## config.mk

```make
export PLATFORM = sky130hd
export DESIGN_NAME = cr_bool_unit
export DESIGN_NICKNAME = d
export VERILOG_FILES = /design/src/rtl/cr_bool_pkg.sv /design/src/rtl/cr_bool_ctrl.sv /design/src/rtl/cr_bool_dpath.sv /design/src/rtl/cr_bool_unit.sv
export SDC_FILE = /design/constraint.sdc
export NUM_CORES = 1
export LEC_CHECK = 0
export CORE_MARGIN = 5
export CORE_UTILIZATION = 25
export CTS_CLUSTER_DIAMETER = 40
export DETAILED_ROUTE_END_ITERATION = 16
export HOLD_SLACK_MARGIN = 0.02
export PLACE_DENSITY = 0.44
export SETUP_SLACK_MARGIN = 0.1
export SYNTH_ARGS = -nofsm -noshare
export SYNTH_HDL_FRONTEND = slang
export SYNTH_SLANG_ARGS = --single-unit
```

## constraint.sdc

```tcl
create_clock -name clk -period 5.02 [get_ports clk]
set_clock_uncertainty 0.05 [all_clocks]
set_input_delay 0.502 -clock clk [delete_from_list [all_inputs] [get_ports clk]]
set_output_delay 0.502 -clock clk [all_outputs]
set_load 0.005 [all_outputs]
```

## src/rtl/cr_bool_pkg.sv

```systemverilog
package cr_bool_pkg;
  localparam int CR_W   = 32;
  localparam int FLD_W  = 4;
  localparam int NFLD   = CR_W / FLD_W;
  localparam int IDX_W  = $clog2(CR_W);
  localparam int FSEL_W = $clog2(NFLD);
  localparam int XO_W   = 10;
  localparam int PRIM_W = 6;
  localparam logic [PRIM_W-1:0] PRIM_CR = 6'd19;

  localparam logic [XO_W-1:0] XO_FCOPY = 10'd0;
  localparam logic [XO_W-1:0] XO_NOR   = 10'd33;
  localparam logic [XO_W-1:0] XO_ANDC  = 10'd129;
  localparam logic [XO_W-1:0] XO_XOR   = 10'd193;
  localparam logic [XO_W-1:0] XO_NAND  = 10'd225;
  localparam logic [XO_W-1:0] XO_AND   = 10'd257;
  localparam logic [XO_W-1:0] XO_EQV   = 10'd289;
  localparam logic [XO_W-1:0] XO_ORC   = 10'd417;
  localparam logic [XO_W-1:0] XO_OR    = 10'd449;

  typedef enum logic [2:0] {
    OP_AND, OP_ANDC, OP_OR, OP_ORC, OP_NAND, OP_NOR, OP_XOR, OP_EQV
  } boolOp_e;

  typedef struct packed {
    logic              bitWr;
    logic              fieldWr;
    boolOp_e           op;
    logic [IDX_W-1:0]  bt;
    logic [IDX_W-1:0]  ba;
    logic [IDX_W-1:0]  bb;
    logic [FSEL_W-1:0] fd;
    logic [FSEL_W-1:0] fs;
  } crCtl_t;
endpackage

```

## src/rtl/cr_bool_ctrl.sv

```systemverilog
module cr_bool_ctrl
  import cr_bool_pkg::*;
(
  input  logic            instValid,
  input  logic [CR_W-1:0] instWord,
  output crCtl_t          ctl,
  output logic            illegal
);
  logic [PRIM_W-1:0] prim;
  logic [XO_W-1:0]   xo;
  logic              lastBit;
  logic              isBit;
  logic              isField;
  boolOp_e           op;

  assign prim    = instWord[31:26];
  assign xo      = instWord[10:1];
  assign lastBit = instWord[0];

  always_comb begin
    isBit   = 1'b0;
    isField = 1'b0;
    op      = OP_AND;
    if (prim == PRIM_CR && !lastBit) begin
      unique case (xo)
        XO_AND:  begin isBit = 1'b1; op = OP_AND;  end
        XO_ANDC: begin isBit = 1'b1; op = OP_ANDC; end
        XO_OR:   begin isBit = 1'b1; op = OP_OR;   end
        XO_ORC:  begin isBit = 1'b1; op = OP_ORC;  end
        XO_NAND: begin isBit = 1'b1; op = OP_NAND; end
        XO_NOR:  begin isBit = 1'b1; op = OP_NOR;  end
        XO_XOR:  begin isBit = 1'b1; op = OP_XOR;  end
        XO_EQV:  begin isBit = 1'b1; op = OP_EQV;  end
        XO_FCOPY: isField = (instWord[22:21] == '0) && (instWord[17:11] == '0);
        default: ;
      endcase
    end
  end

  always_comb begin
    ctl.bitWr   = instValid && isBit;
    ctl.fieldWr = instValid && isField;
    ctl.op      = op;
    ctl.bt      = instWord[25:21];
    ctl.ba      = instWord[20:16];
    ctl.bb      = instWord[15:11];
    ctl.fd      = instWord[25:23];
    ctl.fs      = instWord[20:18];
  end

  assign illegal = instValid && !isBit && !isField;
endmodule

```

## src/rtl/cr_bool_dpath.sv

```systemverilog
module cr_bool_dpath
  import cr_bool_pkg::*;
(
  input  logic            clk,
  input  logic            rst,
  input  logic            loadEn,
  input  logic [CR_W-1:0] loadData,
  input  crCtl_t          ctl,
  output logic [CR_W-1:0] crQ
);
  localparam logic [IDX_W-1:0]  TOP_BIT = IDX_W'(CR_W - 1);
  localparam logic [FSEL_W-1:0] TOP_FLD = FSEL_W'(NFLD - 1);

  logic [CR_W-1:0]   crNext;
  logic [IDX_W-1:0]  dstPos, aPos, bPos;
  logic [FSEL_W-1:0] dstFld, srcFld;
  logic              opA, opB, res;
  logic [FLD_W-1:0]  srcNib;

  assign dstPos = TOP_BIT - ctl.bt;
  assign aPos   = TOP_BIT - ctl.ba;
  assign bPos   = TOP_BIT - ctl.bb;
  assign dstFld = TOP_FLD - ctl.fd;
  assign srcFld = TOP_FLD - ctl.fs;
  assign opA    = crQ[aPos];
  assign opB    = crQ[bPos];
  assign srcNib = crQ[int'(srcFld)*FLD_W +: FLD_W];

  always_comb begin
    unique case (ctl.op)
      OP_AND:  res = opA & opB;
      OP_ANDC: res = opA & ~opB;
      OP_OR:   res = opA | opB;
      OP_ORC:  res = opA | ~opB;
      OP_NAND: res = ~(opA & opB);
      OP_NOR:  res = ~(opA | opB);
      OP_XOR:  res = opA ^ opB;
      OP_EQV:  res = ~(opA ^ opB);
      default: res = 1'b0;
    endcase
  end

  always_comb begin
    crNext = crQ;
    if (loadEn) crNext = loadData;
    else if (ctl.bitWr) crNext[dstPos] = res;
    else if (ctl.fieldWr) crNext[int'(dstFld)*FLD_W +: FLD_W] = srcNib;
  end

  always_ff @(posedge clk) begin
    if (rst) crQ <= '0;
    else     crQ <= crNext;
  end
endmodule

```

## src/rtl/cr_bool_unit.sv

```systemverilog
module cr_bool_unit
  import cr_bool_pkg::*;
(
  input  logic        clk,
  input  logic        rst,
  input  logic        instValid,
  input  logic [31:0] instWord,
  input  logic        loadEn,
  input  logic [31:0] loadData,
  output logic [31:0] crOut,
  output logic        illegal
);
  crCtl_t ctl;

  cr_bool_ctrl u_ctrl (
    .instValid(instValid),
    .instWord (instWord),
    .ctl      (ctl),
    .illegal  (illegal)
  );

  cr_bool_dpath u_dpath (
    .clk     (clk),
    .rst     (rst),
    .loadEn  (loadEn),
    .loadData(loadData),
    .ctl     (ctl),
    .crQ     (crOut)
  );
endmodule

```

# --- After elaboration in Yosys (flattened, before gate mapping) ---
# Index checks and enable logic that the tools add are counted.
totals:
  ff_bits: 32
  in_bits: 68
  word_cells: 73
  output_inout_bits: 33
classes:
  reduce_logical: 16
  muxes: 18
  order_cmp: 4
  shift: 3
  add_sub_neg: 6
  n_eq_ne: 16
  bitwise: 9
ops:
  columns: ["operator", "count"]
  rows:
  - ["two-way mux 32 bit", 3]
  - ["bitwise mux 32 bit", 2]
  - ["== test 10 x 9 -> 1 bit (second input constant)", 4]
  - ["negation 5 -> 33 bit", 1]
  - ["variable shift 4 x 33 -> 32 bit (first input constant)", 1]
  - ["indexed part select 4 x 33 -> 32 bit", 1]
  - ["indexed part select 32 x 6 -> 4 bit", 1]
  - ["== test 10 x 8 -> 1 bit (second input constant)", 3]
  - ["case mux 3 bit (7 select lines)", 1]
  - ["< comparator 5 x 6 -> 1 bit (second input constant)", 3]
  - ["subtractor 5 bit (first input constant)", 3]
  - ["== test 3 bit (second input constant)", 4]
  - ["binary-select mux 1 bit (select 5 bit)", 2]
  - ["== test 10 x 6 -> 1 bit (second input constant)", 1]
  - ["logical NOT 10 bit", 1]
  - ["case mux 1 bit (8 select lines)", 1]
  - ["OR reduction 8 bit", 1]
  - ["logical AND 1 bit", 7]
  - ["logical NOT 7 bit", 1]
  - ["two-way mux 1 bit", 7]
  - ["== test 3 x 2 -> 1 bit (second input constant)", 2]
  - ["== test 6 x 5 -> 1 bit (second input constant)", 1]
  - ["subtractor 3 bit (first input constant)", 2]
  - ["demux 1 bit (select 5 bit)", 1]
  - ["other kinds (11)", 18]

# --- Depth between registers and ports, before layout ---
logic_depth:
  ltp_word: 9
  mapped_depth: 13
  mapped_depth_nobuf: 11

# --- Cells and area by module ---
# A second synthesis with hierarchy kept.
hier_totals:
  hier_cells: 444
  area_unflattened_um2: 3772.4
modules_own_cells:
  columns: ["mod", "seq_area_each_um2", "cells_each", "area_each_um2", "n_inst"]
  rows:
  - ["cr_bool_dpath", 640.6, 395, 3410.8, 1]
  - ["cr_bool_ctrl", 0.0, 49, 361.6, 1]

# --- Worst setup path before layout ---
# Ideal clock, no wire load.
synth_timing:
  kind: "input to register"
  startpoint: "in instWord[11]"
  endpoint: "reg u_dpath.crQ[25]"
  setup_time_ps: 91
  required_ps: 4879
  path_buffers: 2
  cell_stages: 12
  slack_ps: 990
  t_arrival_ps: 3889
  path_cell_list: "clkbuf_1 -> mux4_2 -> mux4_2 -> mux2i_1 -> ha_1 -> inv_1 -> nor4_1 -> or3_1 -> a211oi_1 -> clkbuf_1 -> o2111ai_1 -> a311oi_1"
synth_via:
  elab_chain_len: 9
  word_cells_on_any_way: 22
  classes_between: "add/sub (1); mux (8); bitwise (9); reduce/logical (4)"
synth_lines:
  columns: ["item", "line", "text"]
  rows:
  - ["from (decl)", "cr_bool_unit.sv:7", "input logic [31:0] instWord,"]
  - ["subtractor 5 bit", "cr_bool_dpath.sv:22", "assign bPos = TOP_BIT - ctl.bb;"]
  - ["binary-select mux 1 bit (select 5 bit)", "cr_bool_dpath.sv:26", "assign opB = crQ[bPos];"]
  - ["two-way mux 1 bit (not written as such)", "cr_bool_dpath.sv:26", null]
  - ["XOR 1 bit, or another cell as far along", "cr_bool_dpath.sv:37, cr_bool_dpath.sv:38", null]
  - ["inverter 1 bit, or another cell as far along", "cr_bool_dpath.sv:38", "OP_EQV: res = ~(opA ^ opB);"]
  - ["case mux 1 bit (8 select lines)", "cr_bool_dpath.sv:30", "unique case (ctl.op)"]
  - ["bitwise mux 32 bit", "cr_bool_dpath.sv:46", "else if (ctl.bitWr) crNext[dstPos] = res;"]
  - ["two-way mux 32 bit", "cr_bool_dpath.sv:46", null]
  - ["two-way mux 32 bit", "cr_bool_dpath.sv:45", "if (loadEn) crNext = loadData;"]
  - ["to (signal assigned)", "cr_bool_dpath.sv:52", "else crQ <= crNext;"]
  - ["to (decl)", "cr_bool_dpath.sv:9", "output logic [CR_W-1:0] crQ"]
# Parallel ways exist; a longest one is shown, timed or not. The select of a mux whose other input is x is not followed.
# A chain may end at the register's enable or synchronous reset.

# --- Final worst setup path ---
layout_timing:
  startpoint: "in instWord[11]"
  endpoint: "reg u_dpath.crQ[16]"
# Same word-level chain as after synthesis.

==> results.yml <==
run_status:
  status: "finished clean"
sta:
  setup_viol: 0
  maxSlewHeadroom_pct: 29.2
  fin_tns_setup_ns: 0
  worst_pin_slew_ns: 1.05
  fin_crit_sh_pct: 88.9
  hold_viol: 0
  slew_violations: 0
  fmax_mhz: 224
  rsz0062_at_grt: "false"
  hold_ws_ns: 0.532
  finalCriticalPeriod_ns: 4.46
final_layout:
  finalNetCount: 609
  max_flop_register: "u_dpath.crQ"
  final_util_pct: 34.0
  final_common_cell: "clkdlybuf4s50_1"
  mostFrequentLayoutCells: "100 x clkdlybuf4s50_1, 54 x nand2_1, 32 x a21oi_1, 32 x dfxtp_1, 24 x mux4_2"
  diodes: 0
  largest_reg_flops: 32
  area_delta_synth_final_pct: 34.7
  reg_top3: "u_dpath.crQ x32"
  drive_gt1_share_pct: 10.9
global_route:
  antenna_found_initial: 0
  grt_max_degree: 44
  grt_use_total_pct: 19.0
  grt_pass1_wl_um: 26600
  grt_pass1_vias: 4351
  grt.overflow.total: 0
synthesis:
  ys_types: 61
  synth.avg_cell_area_um2: 8.20
  async_reset_ff_share_pct: 0
  synth-seq-cells: 32
  synth_edf_count: 0
  ys.warnings.count: 0
  netlist_area_um2: 3790
  synth_fp_nets: 539
  seq_area_frac_synth_pct: 16.9
  synthCells: 462
  ys.flop_type: "dfxtp_1"
routing:
  ant_nets: 0
  vias_per_cell: 6.16
  wire_per_inst_um: 23.8
  drc: 0
  dr.first_iter.drc_count: 384
  wl_met2_um: 8010
  totalWireLength_um: 17100
  via_count: 4432
  wl_met1_um: 7670
  dr_wl_met3_um: 1200
  top_layer: "met4"
  dr.pass1.iters: 5
pwr:
  power.share.sequential_pct: 31.9
  ir_drop_v: 0.000110
  switching_power_mw: 0.311
  power_mw: 0.955
  clock_power_share_pct: 33.5
  p_per_area_nw_per_um2: 187
  p_comb_share_pct: 34.6
  p_leak_nw: 1.68
  switching_share_pct: 32.5
  internal_power_mw: 0.644
clock_network:
  cts_tree: "yes"
  worstSkewPairLatency_ns: 0.28
  clk_pin_slew_ns: 0.05
  cts_setup_buffers: 0
  cts_root_buffer: "clkbuf_16"
  cts_sinks: 32
  cts.repair.resized: 0
  ctsLongestPathBuffers: 2
  ctsHoldBuffers: 0
  numCtsBuffers: 5
  htree_levels: 2
floorplanning:
  placementRows: 45
  die_w_um: 133
  ios: 101
  fp.coreArea_um2: 15000
  floorplan.die.height_um: 133
  dieArea_um2: 17700
  initial_core_util_pct: 25.2
worst_setup_path:
  cp-end-kind: "flop"
  path_class: "in2reg"
  crit_required_ns: 5.13
  crit_fanout: 30
  critical_path_arrival_ns: 4.58
  worstSetupStartpointType: "input pin"
run:
  maxCapViolations: 0
place:
  dp_hpwl_um: 12900
  io_buffers: 100
  place_congestion: 0.817
hold_path:
  hold_path_class: "reg2reg"
synth_stat cells, types with 4 or more instances:
master / n / area, µm²
nand2_1: 54 / 203
clkbuf_1: 33 / 124
a21oi_1: 32 / 160
dfxtp_1: 32 / 641
mux4_2: 24 / 541
o2111ai_1: 23 / 201
a22oi_1: 21 / 158
inv_1: 18 / 67.6
nor2_1: 17 / 63.8
a311oi_1: 15 / 131
nand3_1: 15 / 75.1
mux2i_1: 10 / 100
a31oi_1: 9 / 56.3
ha_1: 9 / 113
a211oi_1: 8 / 60.1
buf_1: 8 / 30.0
nor2b_1: 8 / 50.1
nor3_1: 8 / 40.0
a221oi_1: 7 / 61.3
and3b_1: 7 / 61.3
nor4_1: 7 / 43.8
a41oi_1: 6 / 52.6
and3_1: 6 / 37.5
nand2b_1: 6 / 37.5
o31ai_1: 6 / 45.0
a21o_1: 5 / 37.5
buf_2: 4 / 20.0
nor4_4: 4 / 85.1
o221ai_1: 4 / 35.0
o22ai_1: 4 / 25.0
o41ai_1: 4 / 35.0
stage by stage:
stage                     instances  setup slack (ns)  instance area [µm²]
after detailed placement        713             0.232                 4950
after floorplan                 462             0.990                 3790
after global routing            720             0.274                 5110
after global placement          713             0.235                 4950
after CTS                       720             0.510                 5110
final                           720             0.557                 5110
layout make-up:
class,instances,area (µm²)
timing repair buffer,110,1100
clock buffer,7,153
inverter,19,71.3
fill,1577,9930
multi-input combinational,364,2910
tap,188,235
sequential,32,641
power by group through the flow:
stage	Sequential, mW	Combinational (mW)	Clock (mW)
4_1_cts	0.304	0.331	0.327
5_1_grt	0.307	0.358	0.335
3_3_place_gp	0.310	0.328	0
2_1_floorplan	0.292	0.177	0
3_5_place_dp	0.310	0.330	0
6_report	0.305	0.330	0.320
worst paths after layout:
kind	startpoint	endpoint	slack [ns]	depth (start not counted)
setup / recovery	instWord[11]	u_dpath.crQ[16]	0.56	12
hold / removal	u_dpath.crQ[31]	u_dpath.crQ[31]	0.53	2
setup reg to reg	u_dpath.crQ[15]	u_dpath.crQ[16]	1.32	11
hold reg to reg	u_dpath.crQ[31]	u_dpath.crQ[31]	0.53	2
cell families (layout without fill, tap and decap cells):
| kind of cell | count (synthesis) | after routing | share of synthesized area [%] |
|---|---|---|---|
| AND/OR/NAND/NOR | 161 | 161 | 24.8 |
| multiplexers | 34 | 34 | 16.9 |
| adder cells (fa/ha/maj) | 9 | 9 | 2.97 |
| flip-flops | 32 | 32 | 16.9 |
| buffers and inverters | 66 | 136 | 7.06 |
| AO/OA/AOI/OAI | 160 | 160 | 31.4 |
critical path: stages:
cell	delay [ns]
clkdlybuf4s50_1	0.84
mux4_2	0.61
mux4_2	0.46
mux2i_1	0.32
ha_1	0.32
inv_1	0.08
nor4_1	0.06
or3_1	0.35
a211oi_2	0.31
buf_12	0.23
o2111ai_1	0.14
a221oi_1	0.37
routing by layer:
metal	global-route usage [%]	up-vias
li1	-	2005
met1	26.6	2195
met2	30.8	210
met3	3.40	22
met4	3.60	0
met5	0	-
Power figures use the tool's default switching activity.
